File: src/rtl/irqv_pkg.sv
package irqv_pkg;
  localparam int PRIO_W    = 3;
  localparam int EDGE_BIT  = 8;
  localparam logic [11:0] A_SOFT_RST = 12'h000;
  localparam logic [11:0] A_GEN_EN   = 12'h008;
  localparam logic [11:0] A_SET_LO   = 12'h010;
  localparam logic [11:0] A_SET_HI   = 12'h018;
  localparam logic [11:0] A_CLR_LO   = 12'h020;
  localparam logic [11:0] A_CLR_HI   = 12'h028;
  localparam logic [11:0] A_VECTOR   = 12'h030;
  localparam logic [11:0] A_EOI      = 12'h038;
  localparam logic [2:0]  SETUP_PAGE = 3'b001;

  typedef logic [PRIO_W-1:0] prio_t;
endpackage

File: src/rtl/irqv_src_front.sv
module irqv_src_front #(
  parameter int N_SRC       = 64,
  parameter int SYNC_STAGES = 2
) (
  input  logic             clk,
  input  logic             rst,
  input  logic             soft_clr,
  input  logic [N_SRC-1:0] irq_src,
  input  logic [N_SRC-1:0] edge_mode,
  input  logic [N_SRC-1:0] latch_clr,
  output logic [N_SRC-1:0] pend
);
  for (genvar i = 0; i < N_SRC; i++) begin : g_src
    logic [SYNC_STAGES-1:0] sh_q;
    logic                   prev_q;
    logic                   latch_q;
    logic                   s;

    always_ff @(posedge clk) begin
      if (rst) sh_q <= '0;
      else     sh_q <= {sh_q[SYNC_STAGES-2:0], irq_src[i]};
    end

    assign s = sh_q[SYNC_STAGES-1];

    always_ff @(posedge clk) begin
      if (rst) begin
        prev_q  <= 1'b0;
        latch_q <= 1'b0;
      end else begin
        prev_q <= s;
        if (soft_clr || latch_clr[i] || !edge_mode[i]) latch_q <= 1'b0;
        else if (s && !prev_q)                         latch_q <= 1'b1;
      end
    end

    assign pend[i] = edge_mode[i] ? latch_q : s;

    AST_EDGE_CLEARED: assert property (@(posedge clk) disable iff (rst)
      latch_clr[i] |=> !latch_q);
  end
endmodule

File: src/rtl/irqv_arbiter.sv
module irqv_arbiter
  import irqv_pkg::*;
#(
  parameter int N_SRC = 64,
  localparam int IDX_W = $clog2(N_SRC)
) (
  input  logic                   cand_valid_thr,
  input  prio_t                  thr,
  input  logic [N_SRC-1:0]       cand,
  input  logic [N_SRC-1:0][PRIO_W-1:0] prio,
  output logic                   win_valid,
  output logic [IDX_W-1:0]       win_idx,
  output prio_t                  win_prio
);
  always_comb begin
    win_valid = 1'b0;
    win_idx   = '0;
    win_prio  = '0;
    for (int i = 0; i < N_SRC; i++) begin
      if (cand[i] && (!cand_valid_thr || prio[i] > thr) &&
          (!win_valid || prio[i] > win_prio)) begin
        win_valid = 1'b1;
        win_idx   = IDX_W'(i);
        win_prio  = prio[i];
      end
    end
  end
endmodule

File: src/rtl/irqv_nest_stack.sv
module irqv_nest_stack
  import irqv_pkg::*;
#(
  parameter int DEPTH = 8,
  localparam int CNT_W = $clog2(DEPTH + 1)
) (
  input  logic  clk,
  input  logic  rst,
  input  logic  soft_clr,
  input  logic  push,
  input  prio_t push_prio,
  input  logic  pop,
  output logic  active,
  output prio_t top_prio,
  output logic  full
);
  prio_t            mem [DEPTH];
  logic [CNT_W-1:0] cnt_q;

  always_ff @(posedge clk) begin
    if (push && !full) mem[cnt_q[CNT_W-1:0] % DEPTH] <= push_prio;
  end

  always_ff @(posedge clk) begin
    if (rst || soft_clr)            cnt_q <= '0;
    else if (push && !full)         cnt_q <= cnt_q + 1'b1;
    else if (pop && cnt_q != '0)    cnt_q <= cnt_q - 1'b1;
  end

  assign active   = (cnt_q != '0);
  assign full     = (cnt_q == CNT_W'(DEPTH));
  assign top_prio = active ? mem[(cnt_q - 1'b1) % DEPTH] : '0;

  AST_STACK_NO_OVF: assert property (@(posedge clk) disable iff (rst)
    push |-> !full);
endmodule

File: src/rtl/irqv_ctrl.sv
module irqv_ctrl
  import irqv_pkg::*;
#(
  parameter int ADDR_W      = 12,
  parameter int N_SRC       = 64,
  parameter int SYNC_STAGES = 2,
  localparam int HALF       = N_SRC / 2,
  localparam int IDX_W      = $clog2(N_SRC),
  localparam int DEPTH      = 1 << PRIO_W
) (
  input  logic              clk,
  input  logic              rst,
  input  logic              bus_wr,
  input  logic              bus_rd,
  input  logic [ADDR_W-1:0] bus_addr,
  input  logic [31:0]       bus_wdata,
  output logic [31:0]       bus_rdata,
  input  logic [N_SRC-1:0]  irq_src,
  output logic              irq_o
);
  logic [N_SRC-1:0]             en_q;
  logic [N_SRC-1:0]             edge_q;
  logic [N_SRC-1:0][PRIO_W-1:0] prio_q;
  logic                         gen_q;
  logic                         soft_clr;
  logic                         setup_sel;
  logic [IDX_W-1:0]             setup_idx;
  logic [N_SRC-1:0]             latch_clr;
  logic [N_SRC-1:0]             pend;
  logic [N_SRC-1:0]             cand;
  logic                         win_valid;
  logic [IDX_W-1:0]             win_idx;
  prio_t                        win_prio;
  logic                         nest_active;
  prio_t                        nest_top;
  logic                         nest_full;
  logic                         vec_rd;
  logic                         push;
  logic                         pop;
  logic                         vec_ok;

  assign soft_clr  = bus_wr && bus_addr == A_SOFT_RST && bus_wdata[0];
  assign setup_sel = bus_addr[11:9] == SETUP_PAGE && bus_addr[2:0] == 3'b000;
  assign setup_idx = bus_addr[3 +: IDX_W];

  always_ff @(posedge clk) begin
    if (rst || soft_clr) begin
      en_q  <= '0;
      gen_q <= 1'b0;
    end else if (bus_wr) begin
      case (bus_addr)
        A_GEN_EN: gen_q <= bus_wdata[0];
        A_SET_LO: en_q[HALF-1:0]     <= en_q[HALF-1:0] | bus_wdata[HALF-1:0];
        A_SET_HI: en_q[N_SRC-1:HALF] <= en_q[N_SRC-1:HALF] | bus_wdata[HALF-1:0];
        A_CLR_LO: en_q[HALF-1:0]     <= en_q[HALF-1:0] & ~bus_wdata[HALF-1:0];
        A_CLR_HI: en_q[N_SRC-1:HALF] <= en_q[N_SRC-1:HALF] & ~bus_wdata[HALF-1:0];
        default: ;
      endcase
    end
  end

  for (genvar i = 0; i < N_SRC; i++) begin : g_setup
    logic hit;
    assign hit          = bus_wr && setup_sel && setup_idx == IDX_W'(i);
    assign latch_clr[i] = hit && (bus_wdata[EDGE_BIT] != edge_q[i]);

    always_ff @(posedge clk) begin
      if (rst || soft_clr) begin
        edge_q[i] <= 1'b0;
        prio_q[i] <= '0;
      end else if (hit) begin
        edge_q[i] <= bus_wdata[EDGE_BIT];
        prio_q[i] <= bus_wdata[PRIO_W-1:0];
      end
    end
  end

  irqv_src_front #(
    .N_SRC       (N_SRC),
    .SYNC_STAGES (SYNC_STAGES)
  ) u_front (
    .clk       (clk),
    .rst       (rst),
    .soft_clr  (soft_clr),
    .irq_src   (irq_src),
    .edge_mode (edge_q),
    .latch_clr (latch_clr),
    .pend      (pend)
  );

  assign cand = pend & en_q;

  irqv_arbiter #(
    .N_SRC (N_SRC)
  ) u_arb (
    .cand_valid_thr (nest_active),
    .thr            (nest_top),
    .cand           (cand),
    .prio           (prio_q),
    .win_valid      (win_valid),
    .win_idx        (win_idx),
    .win_prio       (win_prio)
  );

  assign vec_ok = gen_q && win_valid;
  assign vec_rd = bus_rd && !bus_wr && bus_addr == A_VECTOR;
  assign push   = vec_rd && vec_ok && !nest_full;
  assign pop    = bus_wr && bus_addr == A_EOI;

  irqv_nest_stack #(
    .DEPTH (DEPTH)
  ) u_stack (
    .clk       (clk),
    .rst       (rst),
    .soft_clr  (soft_clr),
    .push      (push),
    .push_prio (win_prio),
    .pop       (pop),
    .active    (nest_active),
    .top_prio  (nest_top),
    .full      (nest_full)
  );

  always_ff @(posedge clk) begin
    if (rst || soft_clr) irq_o <= 1'b0;
    else                 irq_o <= vec_ok;
  end

  always_ff @(posedge clk) begin
    if (rst) begin
      bus_rdata <= '0;
    end else if (bus_rd) begin
      bus_rdata <= '0;
      if (setup_sel) begin
        bus_rdata[EDGE_BIT]     <= edge_q[setup_idx];
        bus_rdata[PRIO_W-1:0]   <= prio_q[setup_idx];
      end else begin
        case (bus_addr)
          A_GEN_EN: bus_rdata[0]      <= gen_q;
          A_SET_LO: bus_rdata[HALF-1:0] <= en_q[HALF-1:0];
          A_SET_HI: bus_rdata[HALF-1:0] <= en_q[N_SRC-1:HALF];
          A_VECTOR: bus_rdata[IDX_W:0]  <= vec_ok ? {1'b0, win_idx} : (IDX_W+1)'(N_SRC);
          default: ;
        endcase
      end
    end
  end

  AST_NO_IRQ_WHEN_OFF: assert property (@(posedge clk) disable iff (rst)
    !gen_q |=> !irq_o);
  AST_EN_SET_LO: assert property (@(posedge clk) disable iff (rst)
    (bus_wr && bus_addr == A_SET_LO) |=>
      ((en_q[HALF-1:0] & $past(bus_wdata[HALF-1:0])) == $past(bus_wdata[HALF-1:0])));
  AST_EN_CLR_HI: assert property (@(posedge clk) disable iff (rst)
    (bus_wr && bus_addr == A_CLR_HI) |=>
      ((en_q[N_SRC-1:HALF] & $past(bus_wdata[HALF-1:0])) == '0));
  AST_WIN_IS_CAND: assert property (@(posedge clk) disable iff (rst)
    win_valid |-> (cand[win_idx] && en_q[win_idx]));
  AST_NEST_STRICT: assert property (@(posedge clk) disable iff (rst)
    (push && nest_active) |-> (win_prio > nest_top));
  AST_SOFT_CLEARS: assert property (@(posedge clk) disable iff (rst)
    soft_clr |=> (en_q == '0 && !gen_q && !nest_active));
endmodule

File: config.mk
export PLATFORM = sky130hd
export DESIGN_NAME = irqv_ctrl
export DESIGN_NICKNAME = d
export VERILOG_FILES = /design/src/rtl/irqv_pkg.sv /design/src/rtl/irqv_src_front.sv /design/src/rtl/irqv_arbiter.sv /design/src/rtl/irqv_nest_stack.sv /design/src/rtl/irqv_ctrl.sv
export SDC_FILE = /design/constraint.sdc
export NUM_CORES = 2
export LEC_CHECK = 0
export BUFFER_PORTS_ARGS = -buffer_cell sky130_fd_sc_hd__buf_2
export CAP_MARGIN = 20
export CORE_UTILIZATION = 55
export DETAILED_ROUTE_END_ITERATION = 7
export PLACE_DENSITY = 0.69
export SLEW_MARGIN = 20
export SYNTH_ARGS = -nofsm -noshare
export SYNTH_HDL_FRONTEND = slang
export SYNTH_SLANG_ARGS = --single-unit
File: constraint.sdc
create_clock -name clk -period 111.4 [get_ports clk]
set_input_delay 22.28 -clock clk [delete_from_list [all_inputs] [get_ports clk]]
set_output_delay 22.28 -clock clk [all_outputs]
set_load 0.03 [all_outputs]
Word-level counts from Yosys, hierarchy flattened
Memories as Yosys holds them, arrays and structs flattened.
Index checks and enable logic that the tools add are counted.
Storage, ports and cells
  register bits after elaboration: 614
  RAM bits: 24
  input bits: 112
  output and inout bits: 33
  logic and storage cells: 1729
  memories kept: 1
Operators by class
  add/subtract/negate cells: 3
  order comparisons: 128
  equal/unequal tests: 136
  mux-type cells: 274
  bitwise gates (word level): 6
  reduce and logical (&&, ||, !) cells: 855
Memory list
  u_stack.mem: depth 8, width 3, rd ports 1, clocked after memory_dff 0, write ports 1, line irqv_nest_stack.sv:17  | prio_t mem [DEPTH];
Operator list (number)
  $gt A3 B3 Y1: 127
  $logic_and A1 B1 Y1: 331
  $logic_or A1 B1 Y1: 256
  $mux W3: 71
  $logic_not A1 Y1: 194
  $eq A6 B6 Y1 const B: 32
  $mux W6: 32
  $mux W1: 133
  $pmux W32 S2: 2
  $reduce_or A2 Y1: 64
  $eq A6 B5 Y1 const B: 16
  $mux W5: 17
  $and A32 B32 Y32: 2
  $and A64 B64 Y64: 1
  $ne A1 B1 Y1: 64
  $or A32 B32 Y32: 2
  $pmux W25 S2: 1
  $eq A12 B6 Y1 const B: 4
  $eq A6 B4 Y1 const B: 8
  $mux W4: 10
  $not A32 Y32: 1
  $eq A12 B5 Y1 const B: 2
  $eq A6 B3 Y1 const B: 4
  $mux W23: 1
  21 further kinds: 27

Longest topological paths before layout
An unclocked memory read counts as a cell.
  depth in word-level cells: 265
  gate-level depth with buffers: 596
  depth with buffers taken out: 579

Modules after synthesis
From an unflattened synthesis, not the netlist that was laid out.
Unflattened totals
  cells, all modules: 4918
  area, all modules: 41433.5 sq um
Modules (own cells, without submodules)
  irqv_ctrl: times used 1, cells each 2042, area an instance 17244.0 sq um, sequential area each 7086.8 sq um
  irqv_arbiter: times used 1, cells each 2054, area an instance 14303.7 sq um, sequential area each 0.0 sq um
  irqv_src_front: times used 1, cells each 732, area an instance 8590.7 sq um, sequential area each 5124.9 sq um
  irqv_nest_stack: times used 1, cells each 90, area an instance 1295.0 sq um, sequential area each 800.8 sq um

Least setup slack after synthesis
Ideal clock, no wire load.
  kind: register -> register
  start point: register u_stack.cnt_q[0]
  end point: register bus_rdata[5]
  library setup time: 132 ps
  data arrival time: 94677 ps
  data required time: 111268 ps
  setup slack: 16590 ps
  stages on the path, launching flop included: 535
  path buffers: 19
  period minus slack after synthesis: 94810 ps
  cells stage by stage: dfxtp_1 buf_6 inv_1 ha_1 or3b_1 clkbuf_1 clkbuf_1 clkbuf_1 clkbuf_1 clkbuf_1 buf_1 clkbuf_1 nand2_1 ha_1 and2_1 o21ai_0 a31oi_1 a21oi_2 [499 not listed] ha_1 nor2b_1 o21a_1 o21ai_0 nand2_1 nand2_1 mux2_2 ha_1 a21o_1 a21oi_1 a31oi_1 o21ai_1 and2_1 nand4_1 nor2_1 nand3_1 nand3_1 a21oi_1
On the way
  word-level cells in the longest chain between the ends: 263
  elaborated cells on any way between the ends: 612
  those cells by class: 1 x add/sub; 127 x order compare; 163 x mux; 320 x reduce/logical; 1 x memory
RTL lines
  start: declaration: line irqv_nest_stack.sv:18  | logic [CNT_W-1:0] cnt_q;
  start signal: assignment: line irqv_nest_stack.sv:26  | else if (push && !full) cnt_q <= cnt_q + 1'b1;
  start signal: assignment: line irqv_nest_stack.sv:27  | else if (pop && cnt_q != '0) cnt_q <= cnt_q - 1'b1;
  $sub A3 B1 Y3: line irqv_nest_stack.sv:32  | assign top_prio = active ? mem[(cnt_q - 1'b1) % DEPTH] : '0;
  $mem_v2 Z8 W3
  $mux W3: line irqv_nest_stack.sv:32
  $gt A3 B3 Y1: line irqv_arbiter.sv:20  | if (cand[i] && (!cand_valid_thr || prio[i] > thr) &&
  $logic_or A1 B1 Y1: line irqv_arbiter.sv:20
  $logic_and A1 B1 Y1: line irqv_arbiter.sv:20
  $mux W3 or $mux W1 (tied branches): line irqv_arbiter.sv:20
  $gt A3 B3 Y1 or $logic_not A1 Y1 (tied branches): line irqv_arbiter.sv:21  | (!win_valid || prio[i] > win_prio)) begin
  [247 not listed]
  $gt A3 B3 Y1 or $logic_not A1 Y1 (tied branches): line irqv_arbiter.sv:21
  $logic_or A1 B1 Y1: line irqv_arbiter.sv:21
  $logic_and A1 B1 Y1: line irqv_arbiter.sv:20
  $mux W1: line irqv_arbiter.sv:20
  $logic_and A1 B1 Y1: line irqv_ctrl.sv:105  | assign vec_ok = gen_q && win_valid;
  $mux W7 (*): line irqv_ctrl.sv:142  | A_VECTOR: bus_rdata[IDX_W:0] <= vec_ok ? {1'b0, win_idx} : (IDX_W+1)'(N_SRC);
  $pmux W6 S3 (*): line irqv_ctrl.sv:138  | case (bus_addr)
  $mux W5 (*): line irqv_ctrl.sv:134  | if (setup_sel) begin
  end signal: indexed assignment: line irqv_ctrl.sv:135  | bus_rdata[EDGE_BIT] <= edge_q[setup_idx];
  end signal: indexed assignment: line irqv_ctrl.sv:136  | bus_rdata[PRIO_W-1:0] <= prio_q[setup_idx];
  end signal: indexed assignment: line irqv_ctrl.sv:142
  end: declaration: line irqv_ctrl.sv:17  | output logic [31:0] bus_rdata,
Every way passes the cells marked *; elsewhere a longest branch is shown, timed or not.
A chain may end at the register's enable or synchronous reset.

Worst setup path after layout
  start point: register u_stack.cnt_q[0]
  end point: memory u_stack.mem[5][0] in the netlist's numbering, data pin
On the way
  word-level cells in the longest chain between the ends: 259
  elaborated cells on any way between the ends: 576
  those cells by class: 1 x add/sub; 127 x order compare; 128 x mux; 319 x reduce/logical; 1 x memory
RTL lines
  $sub A3 B1 Y3: line irqv_nest_stack.sv:32
  $mem_v2 Z8 W3
  $mux W3: line irqv_nest_stack.sv:32
  $gt A3 B3 Y1: line irqv_arbiter.sv:20
  $logic_or A1 B1 Y1: line irqv_arbiter.sv:20
  $logic_and A1 B1 Y1: line irqv_arbiter.sv:20
  $mux W3 or $mux W1 (tied branches): line irqv_arbiter.sv:20
  $gt A3 B3 Y1 or $logic_not A1 Y1 (tied branches): line irqv_arbiter.sv:21
  [244 not listed]
  $logic_or A1 B1 Y1: line irqv_arbiter.sv:21
  $logic_and A1 B1 Y1: line irqv_arbiter.sv:20
  $mux W3 or $mux W1 (tied branches): line irqv_arbiter.sv:20
  $gt A3 B3 Y1 or $logic_not A1 Y1 (tied branches): line irqv_arbiter.sv:21
  $logic_or A1 B1 Y1: line irqv_arbiter.sv:21
  $logic_and A1 B1 Y1: line irqv_arbiter.sv:20
  $mux W3 (*): line irqv_arbiter.sv:20
  via u_arb.win_prio[0]: line irqv_arbiter.sv:13  | output prio_t win_prio
  end: declaration: line irqv_nest_stack.sv:17
The timed path passes the listed nets; every way through them passes the cells marked *.

==> impl_results.html <==
<table>
<tr><th>Metric</th><th>Value</th></tr>
<tr><th colspan="2">STA</th></tr>
<tr><td>Setup violation total in the final timing report</td><td>0</td></tr>
<tr><td>Slew Limit Fails</td><td>0</td></tr>
<tr><td>Number of hold violations in the final report</td><td>0</td></tr>
<tr><td>Worst hold slack</td><td>427 ps</td></tr>
<tr><td>Actual slew at the worst max-slew pin</td><td>1140 ps</td></tr>
<tr><td>Post-route fraction of the period consumed by the critical path</td><td>92.6%</td></tr>
<tr><td>Worst relative slew slack</td><td>23.1%</td></tr>
<tr><td>Max Clock Skew</td><td>30.9 ps</td></tr>
<tr><td>Maximum frequency from static timing analysis</td><td>9.69 MHz</td></tr>
<tr><td>Time the final worst path needs with I/O delays and setup</td><td>103210 ps</td></tr>
<tr><th colspan="2">Route</th></tr>
<tr><td>DRC violation count after routing</td><td>0</td></tr>
<tr><td>Number of DRC markers in iteration 0</td><td>4184</td></tr>
<tr><td>Number of nets with antenna violations after detailed routing</td><td>0</td></tr>
<tr><td>Total number of vias</td><td>36588</td></tr>
<tr><td>WL per Instance</td><td>23.6 um</td></tr>
<tr><td>1st-pass router iterations</td><td>6</td></tr>
<tr><td>Number of vias per cell</td><td>6.49</td></tr>
<tr><td>Wire length reported by the detailed router</td><td>133000 um</td></tr>
<tr><th colspan="2">Floorplan</th></tr>
<tr><td>Die outline width</td><td>268 um</td></tr>
<tr><td>Starting density of the core</td><td>55.6%</td></tr>
<tr><td>Overall die area</td><td>71800 um2</td></tr>
<tr><td>Placeable core region</td><td>70000 um2</td></tr>
<tr><td>Io pins</td><td>145</td></tr>
<tr><td>Vertical die dimension</td><td>268 um</td></tr>
<tr><td>Placement Rows</td><td>97</td></tr>
<tr><th colspan="2">Synthesis</th></tr>
<tr><td>Dominant synthesized flop cell</td><td>sky130_fd_sc_hd__dfxtp_1</td></tr>
<tr><td>Number of instances in the synthesized netlist</td><td>4643</td></tr>
<tr><td>Sequential area share after synthesis</td><td>33.4%</td></tr>
<tr><td>Netlist area before placement</td><td>38900 um2</td></tr>
<tr><td>Fraction of registers with async set or reset after synthesis</td><td>0%</td></tr>
<tr><td>Number of enable-type register cells in the synthesized netlist</td><td>24</td></tr>
<tr><td>Netlist cell types</td><td>118</td></tr>
<tr><td>Synthesized net count</td><td>5023</td></tr>
<tr><td>Synth warn</td><td>0</td></tr>
<tr><td>Library cell with the largest summed area after synthesis</td><td>sky130_fd_sc_hd__dfxtp_1</td></tr>
<tr><td>Ranking of synthesized cells by area</td><td>sky130_fd_sc_hd__dfxtp_1 (32%), sky130_fd_sc_hd__ha_1 (8.6%), sky130_fd_sc_hd__a21oi_1 (6.8%), sky130_fd_sc_hd__mux4_2 (5.2%), sky130_fd_sc_hd__nor2b_1 (4.6%)</td></tr>
<tr><td>Area share of the largest cell type after synthesis</td><td>31.6%</td></tr>
<tr><td>Flop and latch count out of synthesis</td><td>638</td></tr>
<tr><td>Mean instance size in the synthesized netlist</td><td>8.38 um2</td></tr>
<tr><th colspan="2">Critical path</th></tr>
<tr><td>Reg2reg end</td><td>u_stack.mem[5][0]</td></tr>
<tr><td>Endpoint class of the critical path</td><td>flip-flop</td></tr>
<tr><td>CP Max Fanout</td><td>39</td></tr>
<tr><td>Crit path arrival time</td><td>103520 ps</td></tr>
<tr><td>Type of origin of the critical path</td><td>flip-flop</td></tr>
<tr><td>Startpoint-to-endpoint class of the critical path</td><td>reg -&gt; reg</td></tr>
<tr><td>Data required time at the worst endpoint</td><td>111710 ps</td></tr>
<tr><td>R2R Path Start</td><td>u_stack.cnt_q[0]</td></tr>
<tr><td>Register-to-Register Setup Slack</td><td>8190 ps</td></tr>
<tr><td>Worst path slowest cell</td><td>sky130_fd_sc_hd__nor4_1</td></tr>
<tr><td>Cell occurring most often along the worst timing path</td><td>sky130_fd_sc_hd__a21oi_1</td></tr>
<tr><td>Slowest cell delay on critical path</td><td>550 ps</td></tr>
<tr><td>Cell depth of the worst flop-to-flop path</td><td>519</td></tr>
<tr><th colspan="2">Status</th></tr>
<tr><td>Result of the run</td><td>finished clean</td></tr>
<tr><th colspan="2">Finish</th></tr>
<tr><td>Core Util, Final</td><td>61.1%</td></tr>
<tr><td>Filler Cells Inserted</td><td>6276</td></tr>
<tr><td>Combined area of the multi-input logic cells</td><td>24300 um2</td></tr>
<tr><td>Layout cell share with drive strength beyond 1</td><td>12.5%</td></tr>
<tr><td>Register cell area after layout</td><td>13000 um2</td></tr>
<tr><td>Most frequent cells in the layout</td><td>sky130_fd_sc_hd__dfxtp_1 (613), sky130_fd_sc_hd__a21oi_1 (525), sky130_fd_sc_hd__nand2_1 (444)</td></tr>
<tr><td>Nets@finish</td><td>5021</td></tr>
<tr><td>Layout overhead on the synthesized area</td><td>9.94%</td></tr>
<tr><td>Finished Cell Area</td><td>42800 um2</td></tr>
<tr><td>Most common cell after layout, fill and taps aside</td><td>sky130_fd_sc_hd__dfxtp_1</td></tr>
<tr><th colspan="2">Clocking</th></tr>
<tr><td>Clock latency on the worst-skew pair</td><td>650 ps</td></tr>
<tr><td>Longest Clk Path Bufs</td><td>3</td></tr>
<tr><td>Root cell of the clock tree</td><td>sky130_fd_sc_hd__clkbuf_16</td></tr>
<tr><td>Clock slew at reported path FFs</td><td>60 ps</td></tr>
<tr><td>CTS buffer count</td><td>70</td></tr>
<tr><td>Clock net sink count</td><td>638</td></tr>
<tr><td>TritonCTS clock tree</td><td>done</td></tr>
<tr><td>H-tree levels</td><td>3</td></tr>
<tr><th colspan="2">Place</th></tr>
<tr><td>Total cell area at the placement stage</td><td>40200 um2</td></tr>
<tr><td>Post-DP HPWL</td><td>94300 um</td></tr>
<tr><td>Port-buffer cells</td><td>144</td></tr>
<tr><td>Final Wtd Congestion</td><td>1.01</td></tr>
<tr><th colspan="2">Min path</th></tr>
<tr><td>Worst min-delay path category</td><td>reg -&gt; reg</td></tr>
<tr><td>Worst hold path startpoint</td><td>u_front.g_src[19].sh_q[0]</td></tr>
<tr><td>Sink of the worst hold path</td><td>u_front.g_src[19].sh_q[1]</td></tr>
<tr><td>Worst Hold Depth</td><td>1</td></tr>
<tr><th colspan="2">Global route</th></tr>
<tr><td>GRT overflow</td><td>0</td></tr>
<tr><td>Initial antenna violation count</td><td>10</td></tr>
<tr><td>Global-route wire length before repair</td><td>201000 um</td></tr>
<tr><td>Vias in the first global route</td><td>32813</td></tr>
<tr><td>Total track usage</td><td>36.4%</td></tr>
<tr><td>Largest net degree at the start of global routing</td><td>217</td></tr>
<tr><th colspan="2">Flow run</th></tr>
<tr><td>Max Cap Viol</td><td>0</td></tr>
<tr><th colspan="2">Power</th></tr>
<tr><td>Power per standard cell area</td><td>11.7 nW/um2</td></tr>
<tr><td>Leakage power of the design</td><td>15.9 nW</td></tr>
<tr><td>Peak supply drop</td><td>0.0000119 V</td></tr>
</table>
[worst max path at each step]
stage / from / end / slack (ps) / cells after the start
final: u_stack.cnt_q[0] / u_stack.mem[5][0] / 8190 / 519
after global routing: u_stack.cnt_q[0] / bus_rdata[5] / -110 / 530
after CTS: u_stack.cnt_q[0] / u_stack.mem[7][0] / 6140 / 516
after detailed placement: u_stack.cnt_q[0] / u_stack.mem[6][0] / 6520 / 516
after global placement: u_stack.cnt_q[0] / u_stack.mem[4][0] / 8040 / 516
after floorplan: u_stack.cnt_q[0] / bus_rdata[5] / 16590 / 534
[worst max-delay path, delay by kind of cell (launching register included)]
kind	cells	cell delay (ps)
multiplexers	16	4770
adder cells (fa/ha/maj)	89	25750
buffers and inverters	28	2730
AND/OR/NAND/NOR	132	23070
AO/OA/AOI/OAI	254	45870
flip-flops	1	540
[layout make-up]
| cell class | count | share of cell area, % |
|---|---|---|
| clock buffer | 100 | 4.78 |
| clock inverter | 26 | 0.947 |
| sequential | 638 | 30.4 |
| multi-input combinational | 3545 | 56.7 |
| antenna | 3 | 0.0175 |
| timing repair buffer | 193 | 2.66 |
| tap | 940 | 2.75 |
| inverter | 193 | 1.69 |
[cells in the mapped netlist, types with 13 or more instances]
library cell	instances
sky130_fd_sc_hd__a31o_2	51
sky130_fd_sc_hd__nor2_1	314
sky130_fd_sc_hd__nand2_1	446
sky130_fd_sc_hd__o21ai_0	349
sky130_fd_sc_hd__a311oi_1	68
sky130_fd_sc_hd__ha_1	267
sky130_fd_sc_hd__a31oi_1	72
sky130_fd_sc_hd__or3_1	16
sky130_fd_sc_hd__a211oi_1	19
sky130_fd_sc_hd__mux4_2	90
sky130_fd_sc_hd__clkbuf_1	229
sky130_fd_sc_hd__nand3_1	51
sky130_fd_sc_hd__nand2b_1	66
sky130_fd_sc_hd__o2111ai_1	13
sky130_fd_sc_hd__buf_1	20
sky130_fd_sc_hd__or2_2	23
sky130_fd_sc_hd__o21ai_1	19
sky130_fd_sc_hd__and2_1	33
sky130_fd_sc_hd__edfxtp_1	24
sky130_fd_sc_hd__a21oi_1	528
sky130_fd_sc_hd__mux2_2	29
sky130_fd_sc_hd__nor3_1	166
sky130_fd_sc_hd__a21o_1	41
sky130_fd_sc_hd__maj3_1	25
sky130_fd_sc_hd__and3_1	15
sky130_fd_sc_hd__mux2i_1	112
sky130_fd_sc_hd__o31a_1	14
sky130_fd_sc_hd__nand4_1	65
sky130_fd_sc_hd__dfxtp_1	614
sky130_fd_sc_hd__o21a_1	29
sky130_fd_sc_hd__o31ai_1	18
sky130_fd_sc_hd__nor2b_1	289
sky130_fd_sc_hd__inv_1	190
sky130_fd_sc_hd__o211ai_1	69
[routing by layer]
layer	routed length [um]	global-route usage, %	up-vias
met5	88	0	-
met3	12300	7.50	340
li1	-	-	17003
met4	6500	16.7	16
met1	56400	49.6	17589
met2	57700	55.4	1640
[through the flow]
stage	setup TNS, ps	cells	setup WS [ps]	total power, W
after global placement	0	5504	8040	0.000259
final	0	5638	8190	0.000499
after global routing	-831	5636	-111	0.000512
after CTS	0	5630	6140	0.000501
after detailed placement	0	5504	6520	0.000259
after floorplan	0	4643	16590	0.000250
[cells by family after synthesis]
logic type,Yosys count,share of synthesized area (%)
muxes,234,9.05
buffers and inverters,460,4.59
AOI/OAI and AO/OA,1453,23.4
adders and majority gates,294,9.31
and+or+nand+nor,1559,20.0
xor gates and xnor gates,5,0.161
DFF,638,33.4
[report_power, final]
| part | switching (W) | leakage [nW] | internal (W) |
|---|---|---|---|
| Sequential | 0.00000137 | 5.21 | 0.000232 |
| Clock | 0.000103 | 1.19 | 0.000142 |
| Combinational | 0.0000146 | 9.48 | 0.00000607 |
| Total | 0.000119 | 15.9 | 0.000380 |
[timing repair]
item	CTS	global route
setup buffers	0	5
endpoints found under the setup margin	0	30
hold buffers	0	0
gates resized for setup	0	30
Power figures use the tool's default switching activity.
